--- config.mk ---
export PLATFORM = sky130hd
export DESIGN_NAME = scl_timing_gen
export DESIGN_NICKNAME = d
export VERILOG_FILES = /design/src/rtl/scl_gen_pkg.sv /design/src/rtl/scl_prescaler.sv /design/src/rtl/scl_div_latch.sv /design/src/rtl/scl_phase_ctr.sv /design/src/rtl/scl_timing_gen.sv
export SDC_FILE = /design/constraint.sdc
export NUM_CORES = 1
export LEC_CHECK = 0
export BUFFER_PORTS_ARGS = -buffer_cell sky130_fd_sc_hd__buf_2
export CAP_MARGIN = 20
export CORE_ASPECT_RATIO = 0.75
export CORE_MARGIN = 2
export CORE_UTILIZATION = 40
export DETAILED_ROUTE_END_ITERATION = 8
export PLACE_DENSITY_LB_ADDON = 0.08
export SYNTH_ARGS = -nofsm -noshare
export SYNTH_HDL_FRONTEND = slang
export SYNTH_SLANG_ARGS = --single-unit
--- constraint.sdc ---
create_clock -name clk -period 3.8 [get_ports clk]
set_clock_uncertainty 0.1 [all_clocks]
set_input_delay 0.38 -clock clk [delete_from_list [all_inputs] [get_ports clk]]
set_output_delay 0.38 -clock clk [all_outputs]
set_load 0.05 [all_outputs]
--- src/rtl/scl_gen_pkg.sv ---
package scl_gen_pkg;

    localparam int DEF_PRE_W    = 7;
    localparam int DEF_CNT_W    = 8;
    localparam int DEF_MIN_HALF = 13;
    localparam int DEF_FAST_SUM = 100;

    typedef enum logic [1:0] {
        PH_IDLE = 2'd0,
        PH_LOW  = 2'd1,
        PH_HIGH = 2'd2
    } phase_e;

    typedef struct packed {
        logic rise;
        logic fall;
    } edge_strobe_t;

    // raise a half-period count to the legal floor
    function automatic int unsigned floor_count(input int unsigned c,
                                                input int unsigned lo_bound);
        return (c < lo_bound) ? lo_bound : c;
    endfunction

endpackage

--- src/rtl/scl_prescaler.sv ---
module scl_prescaler #(
    parameter int PRE_W = scl_gen_pkg::DEF_PRE_W
) (
    input  logic             clk,
    input  logic             rst,
    input  logic             en,
    input  logic [PRE_W-1:0] ratio,
    output logic             tick
);
    logic [PRE_W-1:0] cnt_q;
    logic [PRE_W-1:0] limit;

    assign limit = (ratio == '0) ? PRE_W'(1) : ratio;

    always_ff @(posedge clk) begin
        if (rst || !en) begin
            cnt_q <= '0;
            tick  <= 1'b0;
        end else if (cnt_q >= limit - PRE_W'(1)) begin
            cnt_q <= '0;
            tick  <= 1'b1;
        end else begin
            cnt_q <= cnt_q + PRE_W'(1);
            tick  <= 1'b0;
        end
    end

    // no tick one cycle after the enable drops
    p_tick_quiet_r6: assert property (@(posedge clk) disable iff (rst)
        !en |=> !tick);
    // a tick always comes out of a counter wrap
    p_tick_wrap_r1: assert property (@(posedge clk) disable iff (rst)
        tick |-> cnt_q == '0);

endmodule

--- src/rtl/scl_div_latch.sv ---
module scl_div_latch #(
    parameter int CNT_W    = scl_gen_pkg::DEF_CNT_W,
    parameter int MIN_HALF = scl_gen_pkg::DEF_MIN_HALF,
    parameter int FAST_SUM = scl_gen_pkg::DEF_FAST_SUM
) (
    input  logic               clk,
    input  logic               rst,
    input  logic               load,
    input  logic [2*CNT_W-1:0] div_raw,
    output logic [CNT_W-1:0]   lo_lim,
    output logic [CNT_W-1:0]   hi_lim,
    output logic               fast
);
    import scl_gen_pkg::*;

    localparam int SUM_W = CNT_W + 1;

    logic [CNT_W-1:0] lo_eff, hi_eff;
    logic [SUM_W-1:0] sum_eff;

    assign lo_eff  = CNT_W'(floor_count(int'(div_raw[CNT_W-1:0]), MIN_HALF));
    assign hi_eff  = CNT_W'(floor_count(int'(div_raw[2*CNT_W-1:CNT_W]), MIN_HALF));
    assign sum_eff = SUM_W'(lo_eff) + SUM_W'(hi_eff);

    always_ff @(posedge clk) begin
        if (rst) begin
            lo_lim <= CNT_W'(MIN_HALF);
            hi_lim <= CNT_W'(MIN_HALF);
            fast   <= (2 * MIN_HALF) < FAST_SUM;
        end else if (load) begin
            lo_lim <= lo_eff;
            hi_lim <= hi_eff;
            fast   <= sum_eff < SUM_W'(FAST_SUM);
        end
    end

    // limits in use never drop below the floor
    p_lim_floor_r4: assert property (@(posedge clk) disable iff (rst)
        lo_lim >= CNT_W'(MIN_HALF) && hi_lim >= CNT_W'(MIN_HALF));
    // limits move only on a period boundary
    p_lim_hold_r7: assert property (@(posedge clk) disable iff (rst)
        !load |=> $stable(lo_lim) && $stable(hi_lim) && $stable(fast));

endmodule

--- src/rtl/scl_phase_ctr.sv ---
module scl_phase_ctr #(
    parameter int CNT_W = scl_gen_pkg::DEF_CNT_W
) (
    input  logic                     clk,
    input  logic                     rst,
    input  logic                     en,
    input  logic                     tick,
    input  logic [CNT_W-1:0]         lo_lim,
    input  logic [CNT_W-1:0]         hi_lim,
    output logic                     load,
    output logic                     scl,
    output scl_gen_pkg::edge_strobe_t strobe
);
    import scl_gen_pkg::*;

    phase_e           state_q;
    logic [CNT_W-1:0] cnt_q;
    logic             hi_done, lo_done;

    assign hi_done = (cnt_q >= hi_lim);
    assign lo_done = (cnt_q >= lo_lim);
    assign load    = en && tick &&
                     ((state_q == PH_IDLE) || (state_q == PH_HIGH && hi_done));

    always_ff @(posedge clk) begin
        if (rst || !en) begin
            state_q <= PH_IDLE;
            cnt_q   <= '0;
            scl     <= 1'b1;
            strobe  <= '0;
        end else begin
            strobe <= '0;
            if (tick) begin
                unique case (state_q)
                    PH_IDLE: begin
                        state_q     <= PH_LOW;
                        cnt_q       <= CNT_W'(1);
                        scl         <= 1'b0;
                        strobe.fall <= 1'b1;
                    end
                    PH_LOW: begin
                        if (lo_done) begin
                            state_q     <= PH_HIGH;
                            cnt_q       <= CNT_W'(1);
                            scl         <= 1'b1;
                            strobe.rise <= 1'b1;
                        end else begin
                            cnt_q <= cnt_q + CNT_W'(1);
                        end
                    end
                    PH_HIGH: begin
                        if (hi_done) begin
                            state_q     <= PH_LOW;
                            cnt_q       <= CNT_W'(1);
                            scl         <= 1'b0;
                            strobe.fall <= 1'b1;
                        end else begin
                            cnt_q <= cnt_q + CNT_W'(1);
                        end
                    end
                    default: begin
                        state_q <= PH_IDLE;
                        cnt_q   <= '0;
                        scl     <= 1'b1;
                    end
                endcase
            end
        end
    end

    // strobes mark real edges of the output
    p_strobe_excl_r5: assert property (@(posedge clk) disable iff (rst)
        !(strobe.rise && strobe.fall));
    p_rise_edge_r5: assert property (@(posedge clk) disable iff (rst)
        strobe.rise |-> scl && !$past(scl));
    p_fall_edge_r5: assert property (@(posedge clk) disable iff (rst)
        strobe.fall |-> !scl && $past(scl));
    p_rise_once_r5: assert property (@(posedge clk) disable iff (rst)
        strobe.rise |=> !strobe.rise);
    // parked high with no strobes after the enable drops
    p_park_high_r6: assert property (@(posedge clk) disable iff (rst)
        !en |=> scl && !strobe.rise && !strobe.fall);

endmodule

--- src/rtl/scl_timing_gen.sv ---
module scl_timing_gen #(
    parameter int PRE_W    = scl_gen_pkg::DEF_PRE_W,
    parameter int CNT_W    = scl_gen_pkg::DEF_CNT_W,
    parameter int MIN_HALF = scl_gen_pkg::DEF_MIN_HALF,
    parameter int FAST_SUM = scl_gen_pkg::DEF_FAST_SUM,
    localparam int DIV_W   = 2 * CNT_W
) (
    input  logic             clk,
    input  logic             rst,
    input  logic             gen_en_i,
    input  logic [PRE_W-1:0] prescale_i,
    input  logic [DIV_W-1:0] divider_i,
    output logic             ref_tick_o,
    output logic             scl_o,
    output logic             scl_rise_o,
    output logic             scl_fall_o,
    output logic             run_o,
    output logic             fast_o
);
    import scl_gen_pkg::*;

    logic             tick;
    logic             load;
    logic [CNT_W-1:0] lo_lim, hi_lim;
    edge_strobe_t     strobe;

    scl_prescaler #(.PRE_W(PRE_W)) u_pre (
        .clk   (clk),
        .rst   (rst),
        .en    (gen_en_i),
        .ratio (prescale_i),
        .tick  (tick)
    );

    scl_div_latch #(
        .CNT_W    (CNT_W),
        .MIN_HALF (MIN_HALF),
        .FAST_SUM (FAST_SUM)
    ) u_div (
        .clk     (clk),
        .rst     (rst),
        .load    (load),
        .div_raw (divider_i),
        .lo_lim  (lo_lim),
        .hi_lim  (hi_lim),
        .fast    (fast_o)
    );

    scl_phase_ctr #(.CNT_W(CNT_W)) u_phase (
        .clk    (clk),
        .rst    (rst),
        .en     (gen_en_i),
        .tick   (tick),
        .lo_lim (lo_lim),
        .hi_lim (hi_lim),
        .load   (load),
        .scl    (scl_o),
        .strobe (strobe)
    );

    always_ff @(posedge clk) begin
        if (rst) run_o <= 1'b0;
        else     run_o <= gen_en_i;
    end

    assign ref_tick_o = tick;
    assign scl_rise_o = strobe.rise;
    assign scl_fall_o = strobe.fall;

    // registered enable
    p_run_follow_r9: assert property (@(posedge clk) disable iff (rst)
        !$past(rst) |-> run_o == $past(gen_en_i));
    // the divider latch reloads only with a falling strobe following
    p_load_at_fall_r7: assert property (@(posedge clk) disable iff (rst)
        load |=> scl_fall_o);

endmodule

[Word-level counts from Yosys, hierarchy flattened]
Cells that the tools add are included.
Operators by class
  order comparisons: 6
  equality and inequality tests: 4
  add/subtract/negate cells: 4
  reduce and logical (&&, ||, !) cells: 12
  bitwise logic cells: 2
  muxes and demuxes: 16
Operators with widths (count)
  8-bit two-way mux: 4
  8-bit one-hot mux with 3 select lines: 1
  8-bit >= comparator: 2
  8-bit by 4-bit < comparator with 1-bit output, second input constant: 2
  8-bit by 8-bit adder with 9-bit output: 1
  9-bit by 7-bit < comparator with 1-bit output, second input constant: 1
  8-bit by 1-bit adder with 8-bit output, second input constant: 1
  7-bit by 1-bit adder with 7-bit output, second input constant: 1
  7-bit >= comparator: 1
  7-bit logical NOT: 1
  7-bit two-way mux: 1
  7-bit by 1-bit subtractor with 7-bit output, second input constant: 1
  2-bit one-hot mux with 3 select lines: 1
  1-bit two-way mux: 5
  2-bit two-way mux: 2
  2-bit by 1-bit != test with 1-bit output, second input constant: 2
  2-bit OR reduction: 2
  1-bit logical AND: 3
  1-bit one-hot mux with 3 select lines: 1
  3-bit AND reduction: 1
  3-bit OR reduction: 1
  2-bit by 1-bit equality test with 1-bit output, second input constant: 1
  2-bit equality test, second input constant: 1
  2-bit logical NOT: 1
  other kinds (4): 6
Word-level totals
  output and inout bits: 6
  flip-flop bits (word level): 39
  logic and storage cells: 55

[Longest topological paths before layout]
  depth after elaboration: 5
  mapped depth: 12

[Cells and area by module]
Synthesis repeated with hierarchy kept, for this count alone.
Unflattened totals
  cells, all modules: 324
  area total of the unflattened synthesis: 2795.2 sq um
By module, submodules not included
  scl_div_latch: instances 1, area an instance 1136.1 sq um, cells an instance 136
  scl_phase_ctr: instances 1, area an instance 1038.5 sq um, cells an instance 123
  scl_prescaler: instances 1, area an instance 586.8 sq um, cells an instance 63
  scl_timing_gen: instances 1, area an instance 33.8 sq um, cells an instance 2

[Worst setup path after synthesis]
OpenSTA, ideal clock, no wires.
  kind: input to register
  from: in divider_i[6]
  to: reg u_div.fast
  path slack: 0.890 ns
  arrival: 2.749 ns
  data required time: 3.639 ns
  stages on the path: 10
  cells stage by stage: nor4_2 a21boi_0 ha_1 o221ai_1 nor2_1 o32ai_1 o21ai_1 a21o_1 a2111oi_0 a221o_1
Between the ends
  longest elaborated chain between the ends: 4
Ends and longest elaborated chain
  start: declaration: line scl_timing_gen.sv:12  | input logic [DIV_W-1:0] divider_i,
  8-bit by 4-bit < comparator with 1-bit output: line scl_gen_pkg.sv:22  | return (c < lo_bound) ? lo_bound : c;
  8-bit two-way mux: line scl_gen_pkg.sv:22
  via u_div.lo_eff[1]: line scl_div_latch.sv:18  | logic [CNT_W-1:0] lo_eff, hi_eff;
  8-bit by 8-bit adder with 9-bit output: line scl_div_latch.sv:23  | assign sum_eff = SUM_W'(lo_eff) + SUM_W'(hi_eff);
  9-bit by 7-bit < comparator with 1-bit output: line scl_div_latch.sv:33  | fast <= sum_eff < SUM_W'(FAST_SUM);
  end signal: assignment: line scl_div_latch.sv:29  | fast <= (2 * MIN_HALF) < FAST_SUM;
  end signal: assignment: line scl_div_latch.sv:33
  end: declaration: line scl_div_latch.sv:12  | output logic fast
The timed path passes the listed nets, and every way through them passes these cells.
A chain may end at the register's enable or synchronous reset.

[Final worst setup path]
  from: reg u_phase.cnt_q[0]
  to: reg u_div.fast
Between the ends
  longest elaborated chain between the ends: 4
Ends and longest elaborated chain
  start: declaration: line scl_phase_ctr.sv:17  | logic [CNT_W-1:0] cnt_q;
  start signal: assignment: line scl_phase_ctr.sv:48  | cnt_q <= cnt_q + CNT_W'(1);
  start signal: assignment: line scl_phase_ctr.sv:58  | cnt_q <= cnt_q + CNT_W'(1);
  8-bit >= comparator: line scl_phase_ctr.sv:20  | assign hi_done = (cnt_q >= hi_lim);
  1-bit logical AND: line scl_phase_ctr.sv:23  | ((state_q == PH_IDLE) || (state_q == PH_HIGH && hi_done));
  1-bit logical OR: line scl_phase_ctr.sv:23
  1-bit logical AND: line scl_phase_ctr.sv:22  | assign load = en && tick &&
No other way between the ends.

==> results.tsv <==
metric	value	unit
first-pass GRT wire length	10090	um
hold path start	divider_i[6]	
Leak	1.367	nW
Worst VDD drop	191.0	uV
Power Density	297.8	nW/um^2
beginning of the worst register-to-register path	u_phase.cnt_q[0]	
clock root buffer	clkbuf_8	
CTS tree	done	
Setup WS pre-CTS	0.6158	ns
initial detailed-routing violation count	73	
Starting Density	41.67	%
Final Power	0.0008927	W
Max Cap Violations	0	
Netlist cell types	50	
Reg area	780.7	um^2
CP Data Required Time	3.94	ns
syn nets	375	
fmax	347.7	MHz
clock sinks	39	
Cell Int Power	0.0006617	W
largest net degree at the start of global routing	26	
setup_tns	0	ns
syn_area_per_cell	8.387	um^2
Switch Pwr	0.0002311	W
Gate power share	13.9	%
setup violators final	0	
multi-input logic area	1728	um^2
launching element type of the critical path	flip-flop	
HPWL Detailed	4377	um
CTS buffer count	5	
sequential share of power	46.2	%
# diodes	0	
DRC errors left	0	
status	finished clean	
iteration count of the initial detailed-routing pass	5	
clk_lat worst skew	0.30	ns
Synth Instances	317	
WL/cell	13.29	um
Yosys warnings	0	
H-tree depth	2	
crit path kind	flip-flop to flip-flop	
fin. max-slew vios	0	
vias per std cell	5.273	
Std-Cell Rows	25	
WL final	5650	um
Final Hold Viols	0	
Post-synth ARST share	0	%
Area Growth Syn to Fin	12.75	%
I/O pin cnt	32	
die area	7322	um^2
Setup WS post-layout	0.9241	ns
crit path max fanout	25	
Hold-fix buffers, CTS	0	
ANT nets after route	0	
layout cells sized above 1	14.53	%
initial antenna violation count	0	
Synth Cell Area	2659	um^2
crit path time final	2.876	ns
commonest non-fill, non-tap cell in the layout	nor2_1	
EDFF count, synth	0	
Worst setup EP type	flip-flop	
filler cell count	658	
RSZ-0062 raised after global routing	no	
Post-synth top flop	dfxtp_1	
Synth Register Bits	39	
Reg clk slew, reported paths	0.09	ns
beginning of the critical path	u_phase.cnt_q[0]	
switching portion of total power	25.88	%
# port buffers	31	
core box area	6381	um^2
Clock Power Share	39.9	%
Post-CTS Resized	0	
Seq/Total Area, Yosys	29.36	%
Hold Path Class	primary input to flip-flop	
Max Buffers Root-to-Sink	2	
most frequent cells in the layout	42 x nor2_1, 39 x dfxtp_1, 32 x ha_1	
slew at the pin with the worst max-slew slack	0.6170	ns
nets@finish	401	
worst path arrival time	3.01	ns
vias in the first global route	2193	
via count	2241	
fin crit share	75.68	%
GP Congestion	0.7980	
Post-CTS Repair Setup Buffers	0	
Die Y	74.61	um
GRT Overall Usage	17.04	%
GRT overflow	0	
die width	98.14	um
Slew headroom	58.81	%
## area by class of cell
| cell class | count | share of cell area, % |
|---|---|---|
| clock buffers | 5 | 2.295 |
| inverters | 24 | 3.005 |
| well taps | 81 | 3.381 |
| repair buffers | 35 | 6.177 |
| flip-flops and latches | 39 | 26.04 |
| multi-input cells | 238 | 57.64 |
| clock inverters | 3 | 1.461 |
## registers in the layout, summed over array words and instances, names as in the netlist
register	cells
u_pre.tick	1
u_phase.scl	1
u_phase.cnt_q	8
u_div.fast	1
run_o	1
u_div.hi_lim	8
u_phase.strobe	2
u_phase.state_q	2
u_div.lo_lim	8
u_pre.cnt_q	7
## per-layer routing
layer	share of wire, %	vias to the layer above	GRT usage, %
li1	-	1176	-
met1	53	1021	23.23
met3	3.4	10	3.383
met4	1.5	0	5.023
met2	42	34	27.85
met5	0	-	0
## worst paths after layout
kind                          end  slack, ns  cells past startpoint
hold / removal    u_div.lo_lim[6]       0.28                      3
setup reg to reg       u_div.fast       0.92                     11
hold reg to reg   u_div.hi_lim[2]       0.37                      1
setup / recovery       u_div.fast       0.92                     11
## power groups by stage
stage | clock network, W | logic (W) | registers [W]
5_1_grt | 0.000376 | 0.000141 | 0.000413
3_3_place_gp | 0 | 0.000125 | 0.000422
3_5_place_dp | 0 | 0.000125 | 0.000422
4_1_cts | 0.000363 | 0.000125 | 0.000412
6_report | 0.000356 | 0.000124 | 0.000412
2_1_floorplan | 0 | 0.0000846 | 0.000424
## worst max-delay path, stage by stage, from the launching register on
cell and delay (ns):
dfxtp_1 0.43, inv_1 0.14, ha_1 0.29, nand2b_1 0.10, a21o_1 0.12, a21oi_1 0.08, o221a_2 0.23, a21oi_1 0.29
nand4_1 0.13, buf_4 0.28, a2111oi_0 0.40, a221o_1 0.20
## cell families after synthesis
logic type	synth area share [%]
buffers and inverters	5.647
flip-flops	29.36
adder cells (fa/ha/maj)	15.06
multiplexers	3.765
XOR/XNOR	5.929
AO/OA/AOI/OAI	18.49
AND/OR/NAND/NOR	21.74
## cell usage after synthesis, types with 2 or more instances
| cell type | n | area (um^2) |
|---|---|---|
| dfxtp_1 | 39 | 780.8 |
| nand3_1 | 14 | 70.07 |
| clkbuf_1 | 15 | 56.30 |
| nand2_1 | 10 | 37.54 |
| and3_1 | 3 | 18.77 |
| a211o_1 | 9 | 78.83 |
| ha_1 | 32 | 400.4 |
| xnor2_1 | 13 | 113.9 |
| a21oi_1 | 20 | 100.1 |
| xor2_1 | 5 | 43.79 |
| nor2b_1 | 3 | 18.77 |
| o211ai_1 | 3 | 22.52 |
| o221ai_1 | 3 | 26.28 |
| nand3b_1 | 2 | 15.01 |
| inv_1 | 24 | 90.09 |
| nand4b_1 | 2 | 17.52 |
| nor4_1 | 2 | 12.51 |
| a21boi_0 | 2 | 15.01 |
| o32ai_1 | 2 | 17.52 |
| nor3_1 | 2 | 10.01 |
| o22ai_1 | 2 | 12.51 |
| o21ai_1 | 4 | 20.02 |
| nor4bb_1 | 2 | 20.02 |
| a21o_1 | 8 | 60.06 |
| nand4_1 | 3 | 18.77 |
| a31oi_1 | 5 | 31.28 |
| mux2i_1 | 10 | 100.1 |
| nand2b_1 | 15 | 93.84 |
| nor2_1 | 42 | 157.7 |
## per-stage QoR
stage	cells	hold slack, ns	util (%)	cell area [um^2]
2_1_floorplan	317	0.3297	-	2659
3_3_place_gp	417	0.3528	45.22	2885
3_5_place_dp	417	0.3607	45.22	2885
4_1_cts	425	0.2760	46.98	2998
5_1_grt	425	0.2990	46.98	2998
6_report	425	0.2758	46.98	2998
Power figures use the tool's default switching activity.
